File: config.mk
export PLATFORM = sky130hd
export DESIGN_NAME = quad_index_counter
export DESIGN_NICKNAME = d
export VERILOG_FILES = /design/src/rtl/qic_pkg.sv /design/src/rtl/qic_sync.sv /design/src/rtl/qic_dec.sv /design/src/rtl/qic_chan.sv /design/src/rtl/quad_index_counter.sv
export SDC_FILE = /design/constraint.sdc
export NUM_CORES = 1
export LEC_CHECK = 0
export BUFFER_PORTS_ARGS = -buffer_cell sky130_fd_sc_hd__buf_2
export CAP_MARGIN = 20
export CORE_ASPECT_RATIO = 0.75
export CORE_MARGIN = 3
export CORE_UTILIZATION = 56
export DETAILED_ROUTE_END_ITERATION = 12
export PLACE_DENSITY = 0.85
export SLEW_MARGIN = 10
export SYNTH_ARGS = -nofsm -noshare
export SYNTH_HDL_FRONTEND = slang
export SYNTH_HIERARCHICAL = 1
export SYNTH_SLANG_ARGS = --single-unit
File: constraint.sdc
create_clock -name clk -period 2.1 [get_ports clk]
set_clock_uncertainty 0.2 [all_clocks]
set_input_delay 0 -clock clk [delete_from_list [all_inputs] [get_ports clk]]
set_output_delay 0 -clock clk [all_outputs]
set_load 0.05 [all_outputs]
File: src/rtl/qic_pkg.sv
package qic_pkg;

   // Result of one decoder evaluation
   typedef enum logic [1:0] {
      QM_HOLD = 2'd0,
      QM_INC  = 2'd1,
      QM_DEC  = 2'd2
   } qmove_e;

   // Per-channel configuration slice taken from the control word
   typedef struct packed {
      logic qen;   // quadrature decode enable
      logic pol;   // index polarity: 0 rising, 1 falling
      logic ien;   // index count enable
   } chan_cfg_t;

endpackage

File: src/rtl/qic_sync.sv
module qic_sync #(
   parameter int W      = 1,
   parameter int STAGES = 2
) (
   input  logic         clk,
   input  logic         rst_n,
   input  logic [W-1:0] d,
   output logic [W-1:0] q
);

   if (STAGES < 2) begin : g_bad_stages
      $error("qic_sync: STAGES must be 2 or more");
   end
   if (W < 1) begin : g_bad_width
      $error("qic_sync: W must be positive");
   end

   logic [W-1:0] stage_q [STAGES];

   always_ff @(posedge clk or negedge rst_n) begin
      if (!rst_n) begin
         for (int k = 0; k < STAGES; k++) stage_q[k] <= '0;
      end else begin
         stage_q[0] <= d;
         for (int k = 1; k < STAGES; k++) stage_q[k] <= stage_q[k-1];
      end
   end

   assign q = stage_q[STAGES-1];

endmodule

File: src/rtl/qic_dec.sv
module qic_dec
   import qic_pkg::*;
(
   input  logic   a_now,
   input  logic   b_now,
   input  logic   a_was,
   input  logic   b_was,
   output qmove_e move
);

   logic a_chg;
   logic b_chg;

   assign a_chg = a_now ^ a_was;
   assign b_chg = b_now ^ b_was;

   // Exactly one line moved: a legal Gray step. Direction follows
   // whether the new A differs from the old B.
   always_comb begin
      move = QM_HOLD;
      if (a_chg ^ b_chg) begin
         move = (a_now ^ b_was) ? QM_INC : QM_DEC;
      end
   end

endmodule

File: src/rtl/qic_chan.sv
module qic_chan
   import qic_pkg::*;
#(
   parameter int CNT_W = 16
) (
   input  logic             clk,
   input  logic             rst_n,
   input  logic             a_s,
   input  logic             b_s,
   input  logic             idx_s,
   input  chan_cfg_t        cfg,
   output logic [CNT_W-1:0] pos,
   output logic [CNT_W-1:0] icnt
);

   if (CNT_W < 2) begin : g_bad_cnt
      $error("qic_chan: CNT_W must be 2 or more");
   end

   localparam logic [CNT_W-1:0] ONE = CNT_W'(1);

   logic   a_p, b_p, idx_p;
   qmove_e move;
   logic   idx_rise, idx_fall, idx_hit;

   qic_dec u_dec (
      .a_now (a_s),
      .b_now (b_s),
      .a_was (a_p),
      .b_was (b_p),
      .move  (move)
   );

   always_ff @(posedge clk or negedge rst_n) begin
      if (!rst_n) begin
         a_p   <= 1'b0;
         b_p   <= 1'b0;
         idx_p <= 1'b0;
      end else begin
         a_p   <= a_s;
         b_p   <= b_s;
         idx_p <= idx_s;
      end
   end

   assign idx_rise = idx_s & ~idx_p;
   assign idx_fall = ~idx_s & idx_p;

   // Polarity picks an edge of the raw line, so a polarity change
   // alone never produces a count.
   always_comb begin
      if (cfg.qen) idx_hit = cfg.pol ? idx_fall : idx_rise;
      else         idx_hit = idx_rise | idx_fall;
   end

   always_ff @(posedge clk or negedge rst_n) begin
      if (!rst_n) begin
         pos <= '0;
      end else if (!cfg.qen) begin
         pos <= pos + ONE;
      end else begin
         case (move)
            QM_INC:  pos <= pos + ONE;
            QM_DEC:  pos <= pos - ONE;
            default: pos <= pos;
         endcase
      end
   end

   always_ff @(posedge clk or negedge rst_n) begin
      if (!rst_n)                 icnt <= '0;
      else if (cfg.ien && idx_hit) icnt <= icnt + ONE;
   end


   free_run_chk: assert property (@(posedge clk) disable iff (!rst_n)
      !cfg.qen |=> pos == $past(pos) + ONE);


   step_size_chk: assert property (@(posedge clk) disable iff (!rst_n)
      cfg.qen |=> (pos == $past(pos)) || (pos == $past(pos) + ONE)
                  || (pos == $past(pos) - ONE));


   illegal_jump_chk: assert property (@(posedge clk) disable iff (!rst_n)
      cfg.qen && (a_s != a_p) && (b_s != b_p) |=> $stable(pos));


   idx_off_chk: assert property (@(posedge clk) disable iff (!rst_n)
      !cfg.ien |=> $stable(icnt));


   idx_step_chk: assert property (@(posedge clk) disable iff (!rst_n)
      cfg.ien |=> (icnt == $past(icnt)) || (icnt == $past(icnt) + ONE));

endmodule

File: src/rtl/quad_index_counter.sv
module quad_index_counter
   import qic_pkg::*;
#(
   parameter int NUM_CH      = 4,
   parameter int CNT_W       = 16,
   parameter int DATA_W      = 16,
   parameter int GPIO_W      = 8,
   parameter int SYNC_STAGES = 2,
   parameter int ADDR_W      = $clog2(2*NUM_CH + 2)
) (
   input  logic              clk,
   input  logic              rst_n,
   input  logic [NUM_CH-1:0] quad_a,
   input  logic [NUM_CH-1:0] quad_b,
   input  logic [NUM_CH-1:0] index_in,
   input  logic [GPIO_W-1:0] gpio_in,
   input  logic              cfg_we,
   input  logic [DATA_W-1:0] cfg_wdata,
   input  logic              rd_en,
   input  logic [ADDR_W-1:0] rd_addr,
   output logic [DATA_W-1:0] rd_data,
   output logic              rd_valid
);

   localparam int SYNC_W    = 3*NUM_CH + GPIO_W;
   localparam int IEN_LSB   = NUM_CH;
   localparam int POL_LSB   = 2*NUM_CH;
   localparam int QEN_LSB   = 3*NUM_CH;
   localparam int A_ICNT    = NUM_CH;
   localparam int A_CTRL    = 2*NUM_CH;
   localparam int A_STAT    = 2*NUM_CH + 1;
   localparam int STAT_ALSB = GPIO_W;

   if (NUM_CH < 1) begin : g_bad_ch
      $error("quad_index_counter: NUM_CH must be positive");
   end
   if (4*NUM_CH > DATA_W) begin : g_bad_ctrl
      $error("quad_index_counter: control fields exceed DATA_W");
   end
   if (2*NUM_CH + GPIO_W > DATA_W) begin : g_bad_stat
      $error("quad_index_counter: status fields exceed DATA_W");
   end
   if (CNT_W > DATA_W) begin : g_bad_cnt
      $error("quad_index_counter: CNT_W exceeds DATA_W");
   end
   if ((1 << ADDR_W) < A_STAT + 1) begin : g_bad_addr
      $error("quad_index_counter: ADDR_W too narrow for the map");
   end

   // ---------------- synchroniser ----------------
   logic [SYNC_W-1:0] raw_in, syn_in;
   logic [NUM_CH-1:0] a_s, b_s, idx_s;
   logic [GPIO_W-1:0] gpio_s;

   assign raw_in = {gpio_in, index_in, quad_b, quad_a};

   qic_sync #(.W(SYNC_W), .STAGES(SYNC_STAGES)) u_sync (
      .clk   (clk),
      .rst_n (rst_n),
      .d     (raw_in),
      .q     (syn_in)
   );

   assign a_s    = syn_in[0        +: NUM_CH];
   assign b_s    = syn_in[NUM_CH   +: NUM_CH];
   assign idx_s  = syn_in[2*NUM_CH +: NUM_CH];
   assign gpio_s = syn_in[3*NUM_CH +: GPIO_W];

   // ---------------- control word ----------------
   logic [NUM_CH-1:0] qen_q, pol_q, ien_q;

   always_ff @(posedge clk or negedge rst_n) begin
      if (!rst_n) begin
         qen_q <= '0;
         pol_q <= '0;
         ien_q <= '0;
      end else if (cfg_we) begin
         qen_q <= cfg_wdata[QEN_LSB +: NUM_CH];
         pol_q <= cfg_wdata[POL_LSB +: NUM_CH];
         ien_q <= cfg_wdata[IEN_LSB +: NUM_CH];
      end
   end

   logic [DATA_W-1:0] ctrl_word;
   always_comb begin
      ctrl_word = '0;
      ctrl_word[QEN_LSB +: NUM_CH] = qen_q;
      ctrl_word[POL_LSB +: NUM_CH] = pol_q;
      ctrl_word[IEN_LSB +: NUM_CH] = ien_q;
   end

   // ---------------- channels ----------------
   logic [CNT_W-1:0]  pos_arr  [NUM_CH];
   logic [CNT_W-1:0]  icnt_arr [NUM_CH];
   logic [DATA_W-1:0] stat_word;

   for (genvar i = 0; i < NUM_CH; i++) begin : g_ch
      chan_cfg_t ch_cfg;
      assign ch_cfg.qen = qen_q[i];
      assign ch_cfg.pol = pol_q[i];
      assign ch_cfg.ien = ien_q[i];

      qic_chan #(.CNT_W(CNT_W)) u_chan (
         .clk   (clk),
         .rst_n (rst_n),
         .a_s   (a_s[i]),
         .b_s   (b_s[i]),
         .idx_s (idx_s[i]),
         .cfg   (ch_cfg),
         .pos   (pos_arr[i]),
         .icnt  (icnt_arr[i])
      );
   end

   always_comb begin
      stat_word = '0;
      stat_word[GPIO_W-1:0] = gpio_s;
      for (int i = 0; i < NUM_CH; i++) begin
         stat_word[STAT_ALSB + 2*i]     = a_s[i];
         stat_word[STAT_ALSB + 2*i + 1] = b_s[i];
      end
   end

   // ---------------- read port ----------------
   logic [DATA_W-1:0] rd_mux;

   always_comb begin
      rd_mux = '0;
      for (int i = 0; i < NUM_CH; i++) begin
         if (rd_addr == ADDR_W'(i))          rd_mux = DATA_W'(pos_arr[i]);
         if (rd_addr == ADDR_W'(A_ICNT + i)) rd_mux = DATA_W'(icnt_arr[i]);
      end
      if (rd_addr == ADDR_W'(A_CTRL)) rd_mux = ctrl_word;
      if (rd_addr == ADDR_W'(A_STAT)) rd_mux = stat_word;
   end

   always_ff @(posedge clk or negedge rst_n) begin
      if (!rst_n) begin
         rd_data  <= '0;
         rd_valid <= 1'b0;
      end else begin
         rd_valid <= rd_en;
         if (rd_en) rd_data <= rd_mux;
      end
   end


   rd_answer_chk: assert property (@(posedge clk) disable iff (!rst_n)
      rd_en |=> rd_valid);


   rd_quiet_chk: assert property (@(posedge clk) disable iff (!rst_n)
      !rd_en |=> !rd_valid);


   rd_hole_chk: assert property (@(posedge clk) disable iff (!rst_n)
      rd_en && (rd_addr > ADDR_W'(A_STAT)) |=> rd_data == '0);


   ctrl_low_chk: assert property (@(posedge clk) disable iff (!rst_n)
      rd_en && (rd_addr == ADDR_W'(A_CTRL)) |=> rd_data[NUM_CH-1:0] == '0);

endmodule

# Word-level counts from Yosys, hierarchy flattened
# Cells that the tools add are included.
[op_classes]
add_sub_neg = 12
n_bitwise = 36
eq_ne = 21
n_reduce_logical = 5
mux = 34
[ops]
columns = ["operator", "n"]
rows = [
  ["16-bit two-way mux", 14],
  ["16-bit by 1-bit adder with 16-bit output (second input constant)", 8],
  ["16-bit one-hot mux with 2 select lines", 4],
  ["16-bit by 1-bit subtractor with 16-bit output (second input constant)", 4],
  ["4-bit by 3-bit == test with 1-bit output (second input constant)", 4],
  ["2-bit two-way mux", 8],
  ["1-bit bitwise XOR", 16],
  ["3-bit by 1-bit != test with 1-bit output (second input constant)", 4],
  ["1-bit bitwise AND", 8],
  ["2-bit by 1-bit == test with 1-bit output (second input constant)", 4],
  ["2-bit == test (second input constant)", 4],
  ["4-bit by 2-bit == test with 1-bit output (second input constant)", 2],
  ["4-bit == test (second input constant)", 2],
  ["1-bit two-way mux", 8],
  ["1-bit inverter", 8],
  ["4-bit by 1-bit == test with 1-bit output (second input constant)", 1],
  ["1-bit logical AND", 4],
  ["4-bit zero test", 1],
  ["1-bit bitwise OR", 4],
]
[totals]
ff_bits = 209
input_bits = 44
wordCells = 135

# Logic depth before layout (Yosys ltp)
[logic_depth]
word_depth = 11
mapped_depth = 9
ltp_nobuf = 7

# By module
# Netlist, hierarchy kept.
[modules_own_cells]
columns = ["mod", "cells_per_inst", "instances", "area_per_inst_um2"]
rows = [
  ["qic_chan", 171, 4, 1780.5],
  ["quad_index_counter", 277, 1, 2625.0],
  ["qic_sync", 60, 1, 1151.1],
  ["qic_dec", 4, 4, 27.5],
]

# Worst setup path after synthesis
# Ideal clock, no wire load.
[synth_path]
kind = "flip-flop to flip-flop"
start = "register u_sync.stage_q (netlist bit u_sync/q[7])"
end = "register g_ch[3].u_chan.pos[7]"
arrival_time_ns = 1.989
path_buffers = 2
setup_time_ns = 0.079
stages_incl_launch_ff = 10
required_ns = 1.821
setup_slack_ns = -0.169
cell_sequence = "dfrtp_1 -> buf_4 -> xor2_1 -> and2_1 -> and3b_1 -> buf_2 -> nand4_1 -> or4_1 -> a21boi_1 -> xor2_1"
[synth_via]
elab_chain_cells = 6
[synth_lines]
columns = ["element", "line", "source"]
rows = [
  ["start, declared", "qic_sync.sv:18", "logic [W-1:0] stage_q [STAGES];"],
  ["1-bit bitwise XOR *", "qic_dec.sv:15", "assign b_chg = b_now ^ b_was;"],
  ["1-bit bitwise XOR *", "qic_dec.sv:21", "if (a_chg ^ b_chg) begin"],
  ["2-bit two-way mux *", "qic_dec.sv:21", ""],
  ["named net g_ch[3].u_chan.move[1]", "qic_chan.sv:23", "qmove_e move;"],
  ["2-bit == test or 2-bit by 1-bit == test with 1-bit output (tied branches)", "qic_chan.sv:62", "case (move)"],
  ["16-bit one-hot mux with 2 select lines", "qic_chan.sv:62", ""],
  ["16-bit two-way mux", "qic_chan.sv:59", "end else if (!cfg.qen) begin"],
  ["end signal, assigned", "qic_chan.sv:60", "pos <= pos + ONE;"],
  ["end signal, assigned", "qic_chan.sv:63", "QM_INC: pos <= pos + ONE;"],
  ["end signal, assigned", "qic_chan.sv:64", "QM_DEC: pos <= pos - ONE;"],
  ["end, declared", "qic_chan.sv:12", "output logic [CNT_W-1:0] pos,"],
]
# Mark *: on every way through the listed nets, which the timed path passes. The rest lies on a longest branch.
# A chain may end at the register's enable or synchronous reset.

# Final worst setup path
[layout_path]
start = "register g_ch[1].u_chan.b_p"
end = "register g_ch[1].u_chan.pos[6]"
[layout_via]
elab_chain_cells = 6
[layout_lines]
columns = ["element", "line", "source"]
rows = [
  ["start, declared", "qic_chan.sv:22", "logic a_p, b_p, idx_p;"],
  ["start signal, assigned", "qic_chan.sv:41", "b_p <= b_s;"],
  ["1-bit bitwise XOR (on tied branches)", "qic_dec.sv:22, qic_dec.sv:15", ""],
  ["2-bit two-way mux or 1-bit bitwise XOR (tied branches)", "qic_dec.sv:22, qic_dec.sv:21", ""],
  ["2-bit two-way mux *", "qic_dec.sv:21", ""],
  ["named net g_ch[1].u_chan.move[1]", "qic_chan.sv:23", ""],
  ["2-bit == test or 2-bit by 1-bit == test with 1-bit output (tied branches)", "qic_chan.sv:62", ""],
  ["16-bit one-hot mux with 2 select lines", "qic_chan.sv:62", ""],
  ["16-bit two-way mux", "qic_chan.sv:59", ""],
  ["end signal, assigned", "qic_chan.sv:60", ""],
  ["end signal, assigned", "qic_chan.sv:63", ""],
  ["end signal, assigned", "qic_chan.sv:64", ""],
  ["end, declared", "qic_chan.sv:12", ""],
]
# Marked as above.

==> summary.txt <==
Power and ir drop
  – Max rail drop VDD: 0.745 mV
  – Cell leakage power: 6.39 nW
  – PwrDens: 1080 nW/um^2

CTS
  – Root buffer cell: clkbuf_16
  – CTS Buf Count: 22
  – # clock sinks: 209
  – Maximum root-to-sink buffer count: 3
  – TritonCTS clock tree: built
  – H-tree depth: 1
  – Clock transition at path regs: 0.07 ns
  – Clk Latency, worst-skew pair: 0.54 ns

GRT
  – First-pass GRT wire length: 52200 microns
  – Vias in the first global route: 9580
  – Initial antenna violation count: 4
  – Congestion Overflow GR: 0
  – Pin count of the biggest net entering global routing: 67
  – Global Route Usage Sum: 0.308

Floorplan
  – Site Rows: 43
  – I/O pin cnt: 61
  – Starting density of the core: 0.583
  – Die area: 21400 sq um
  – Die H: 127 microns
  – Die width: 168 microns
  – Core area: 18900 sq um

Synthesis
  – Most frequent cells after synthesis: 209 x dfrtp_1, 74 x nand2_1, 64 x xnor2_1
  – Post-synth top flop: dfrtp_1
  – Mapped Area: 11000 sq um
  – Synth cell types: 66
  – Synth area leaders: dfrtp_1 48%, xnor2_1 5.1%, xor2_1 4.8%
  – Async S/R FF share, synth: 1.00
  – Yosys warnings: 6
  – Net Count, Synth: 1101
  – #FFs+latches synth: 209
  – Mapped Cells: 1037
  – Seq/Total Area, Yosys: 0.475
  – EDFF count, synth: 0
  – Count leader, synth: dfrtp_1
  – Yosys top cell area share: 0.475
  – Synth Area per Inst: 10.6 sq um
  – Synth area leader: dfrtp_1

Worst setup path
  – Worst r2r src: g_ch[1].u_chan/b_p
  – Worst R2R Path Depth: 8
  – CP max-delay cell: dfrtp_1
  – Critical R2R Capture: g_ch[1].u_chan/pos[6]
  – Worst Path Buf+Inv: 2
  – CP Launch Type: flop
  – CP arrival: 2.67 ns
  – Critical path endpoint category: flop
  – Crit-path max FO: 5
  – Worst-path cell chain: xnor2_2 > and2_4 > and3b_2 > buf_4 > buf_4 > nand3_1 > o32ai_2 > xor2_1
  – Data required, critical path: 2.33 ns
  – Flop-to-flop setup slack: -0.34 ns
  – Critical path's largest stage delay: 0.40 ns
  – CP most frequent cell: buf_4
  – Cell family with most CP delay: simple AND/OR/NAND/NOR gates
  – WS Path Type: reg -> reg

Finish
  – Final Net Count: 1310
  – Non-Filler Instances: 1510
  – Filler Cell Count: 1016
  – Fraction of layout cells with a size suffix above 1: 0.307
  – Layout Area Growth over Synthesis: 30.4%
  – Util after Layout: 0.760

Drt
  – Vias per cell: 6.59
  – Via Count: 9956
  – DR iter-0 viols: 1458
  – Final wirelength: 37500 microns
  – Routed Antenna Nets: 0
  – WL per Instance: 24.9 microns
  – Drt drc: 0
  – DRT Pass-1 Iters: 6

Place
  – Placed Cells: 1378
  – Port Buffer Count: 56
  – Post-DP HPWL: 21200 microns
  – GPL Wtd Cong: 1.00

Run status
  – Status: complete, but fails checks
  – Failing checks: setup timing

Timing
  – Min Clock Period, post-route: 2.44 ns
  – Actual slew at the worst max-slew pin: 0.767 ns
  – Relative slew slack: 0.487
  – RSZ-0062 raised after global routing: yes
  – Peak Freq: 410 MHz
  – Final count of pins violating max slew: 0
  – Period utilization: 1.16
  – Final setup fails: 53
  – Setup WS post-layout: -0.340 ns
  – Final Hold Viols: 0

Job
  – Max-Cap Viols: 0

Min path
  – Worst min path class: in -> reg
  – WHS Path Cells: 5
  – Hold path start: rd_addr[1]
  – Worst hold path endpoint: rd_data[14]
-- stage by stage --
step / total power, W / TNS (ns) / hold WS [ns] / cell area (sq um) / setup slack (ns)
2_1_floorplan: 0.00844 / -0.529 / -0.496 / 11000 / -0.131
3_3_place_gp: 0.00989 / 0 / -0.167 / 12000 / 0.0217
3_5_place_dp: 0.0101 / -0.430 / -0.171 / 12000 / -0.0800
4_1_cts: 0.0144 / -0.0633 / 0.0121 / 13600 / -0.0225
5_1_grt: 0.0160 / -6.42 / 0.0608 / 14400 / -0.328
6_report: 0.0155 / -4.63 / 0.0666 / 14400 / -0.340
-- flip-flops by register name (all words and copies together) (netlist names) --
name,flops
g_ch.u_chan/b_p,4
ien_q,4
g_ch.u_chan/a_p,4
u_sync/q,20
rd_valid,1
g_ch.u_chan/icnt,64
rd_data,16
g_ch.u_chan/idx_p,4
pol_q,4
g_ch.u_chan/pos,64
u_sync/stage_q,20
qen_q,4
-- what timing repair did --
item	4_1_cts	5_1_grt
setup endpoints to repair	25	95
pin swaps	23	46
endpoints found under the hold margin	253	0
hold buffers	69	0
setup buffers	9	14
gates resized for setup	23	152
-- worst reg2reg max path, cell delays in order, from the launching register on --
cell,delay (ns)
dfrtp_1,0.40
xnor2_2,0.20
and2_4,0.18
and3b_2,0.23
buf_4,0.13
buf_4,0.10
nand3_1,0.27
o32ai_2,0.35
xor2_1,0.27
-- area by class of cell --
| cell class | count | area (sq um) | share of cell area |
|---|---|---|---|
| Multi-Input combinational cell | 725 | 5930 | 0.413 |
| Sequential cell | 209 | 5230 | 0.364 |
| Timing Repair Buffer | 246 | 1960 | 0.136 |
| Clock buffer | 31 | 634 | 0.0442 |
| Tap cell | 247 | 309 | 0.0215 |
| Inverter | 42 | 158 | 0.0110 |
| Clock inverter | 7 | 125 | 0.00872 |
| Antenna cell | 3 | 7.51 | 0.000523 |
-- placed cells by master, fill, tap and decap left out, types with 11 or more instances in the layout --
cell type / netlist / layout
o21ai_0: 21 / 12
nor3_1: 30 / 14
inv_1: 42 / 41
xnor2_1: 64 / 59
a22oi_1: 12 / 12
dfrtp_1: 209 / 209
nor3_2: 4 / 15
mux2i_1: 32 / 31
nand2_1: 74 / 68
mux2_2: 24 / 23
nand4_1: 16 / 16
or4_4: 8 / 12
and3_1: 17 / 13
nor2_1: 61 / 47
buf_4: 27 / 110
buf_2: 12 / 55
a21oi_1: 25 / 21
xor2_1: 60 / 58
nor2b_4: 0 / 11
nand3_1: 43 / 34
clkbuf_16: 0 / 22
a31oi_1: 16 / 16
ha_1: 20 / 19
dlygate4sd3_1: 0 / 69
-- cells by family after synthesis --
| kind of cell | synth area share |
|---|---|
| adders and majority gates | 0.0227 |
| and+or+nand+nor | 0.169 |
| muxes | 0.0639 |
| DFF | 0.475 |
| xor gates and xnor gates | 0.0987 |
| buffers and inverters | 0.0519 |
| AOI/OAI and AO/OA | 0.118 |
-- worst max-delay path by stage --
stage                     depth (start not counted)                  start                endpoint  slack [ns]
after floorplan                                   9            u_sync/q[7]   g_ch[3].u_chan/pos[7]       -0.13
after global placement                            5  g_ch[0].u_chan/pos[7]  g_ch[0].u_chan/pos[15]        0.02
after detailed placement                          7            u_sync/q[5]   g_ch[1].u_chan/pos[7]       -0.08
after CTS                                         7            u_sync/q[2]   g_ch[2].u_chan/pos[7]       -0.02
after global routing                              7     g_ch[1].u_chan/a_p   g_ch[1].u_chan/pos[7]       -0.33
final                                             8     g_ch[1].u_chan/b_p   g_ch[1].u_chan/pos[6]       -0.34
-- metal layers --
layer	up-vias	share of wire	global-route usage
met1	4791	0.36	0.420
met5	-	0.00035	0
met4	2	0.058	0.115
met2	826	0.47	0.495
li1	4112	-	-
met3	225	0.11	0.0597
-- power breakdown --
group / internal [W] / switching [W] / leakage [nW]
sequential: 0.00489 / 0.00117 / 2.63
combinational: 0.00225 / 0.00297 / 3.38
clock: 0.00248 / 0.00172 / 0.373
total: 0.00962 / 0.00586 / 6.39
(Power assumes the default switching activity.)
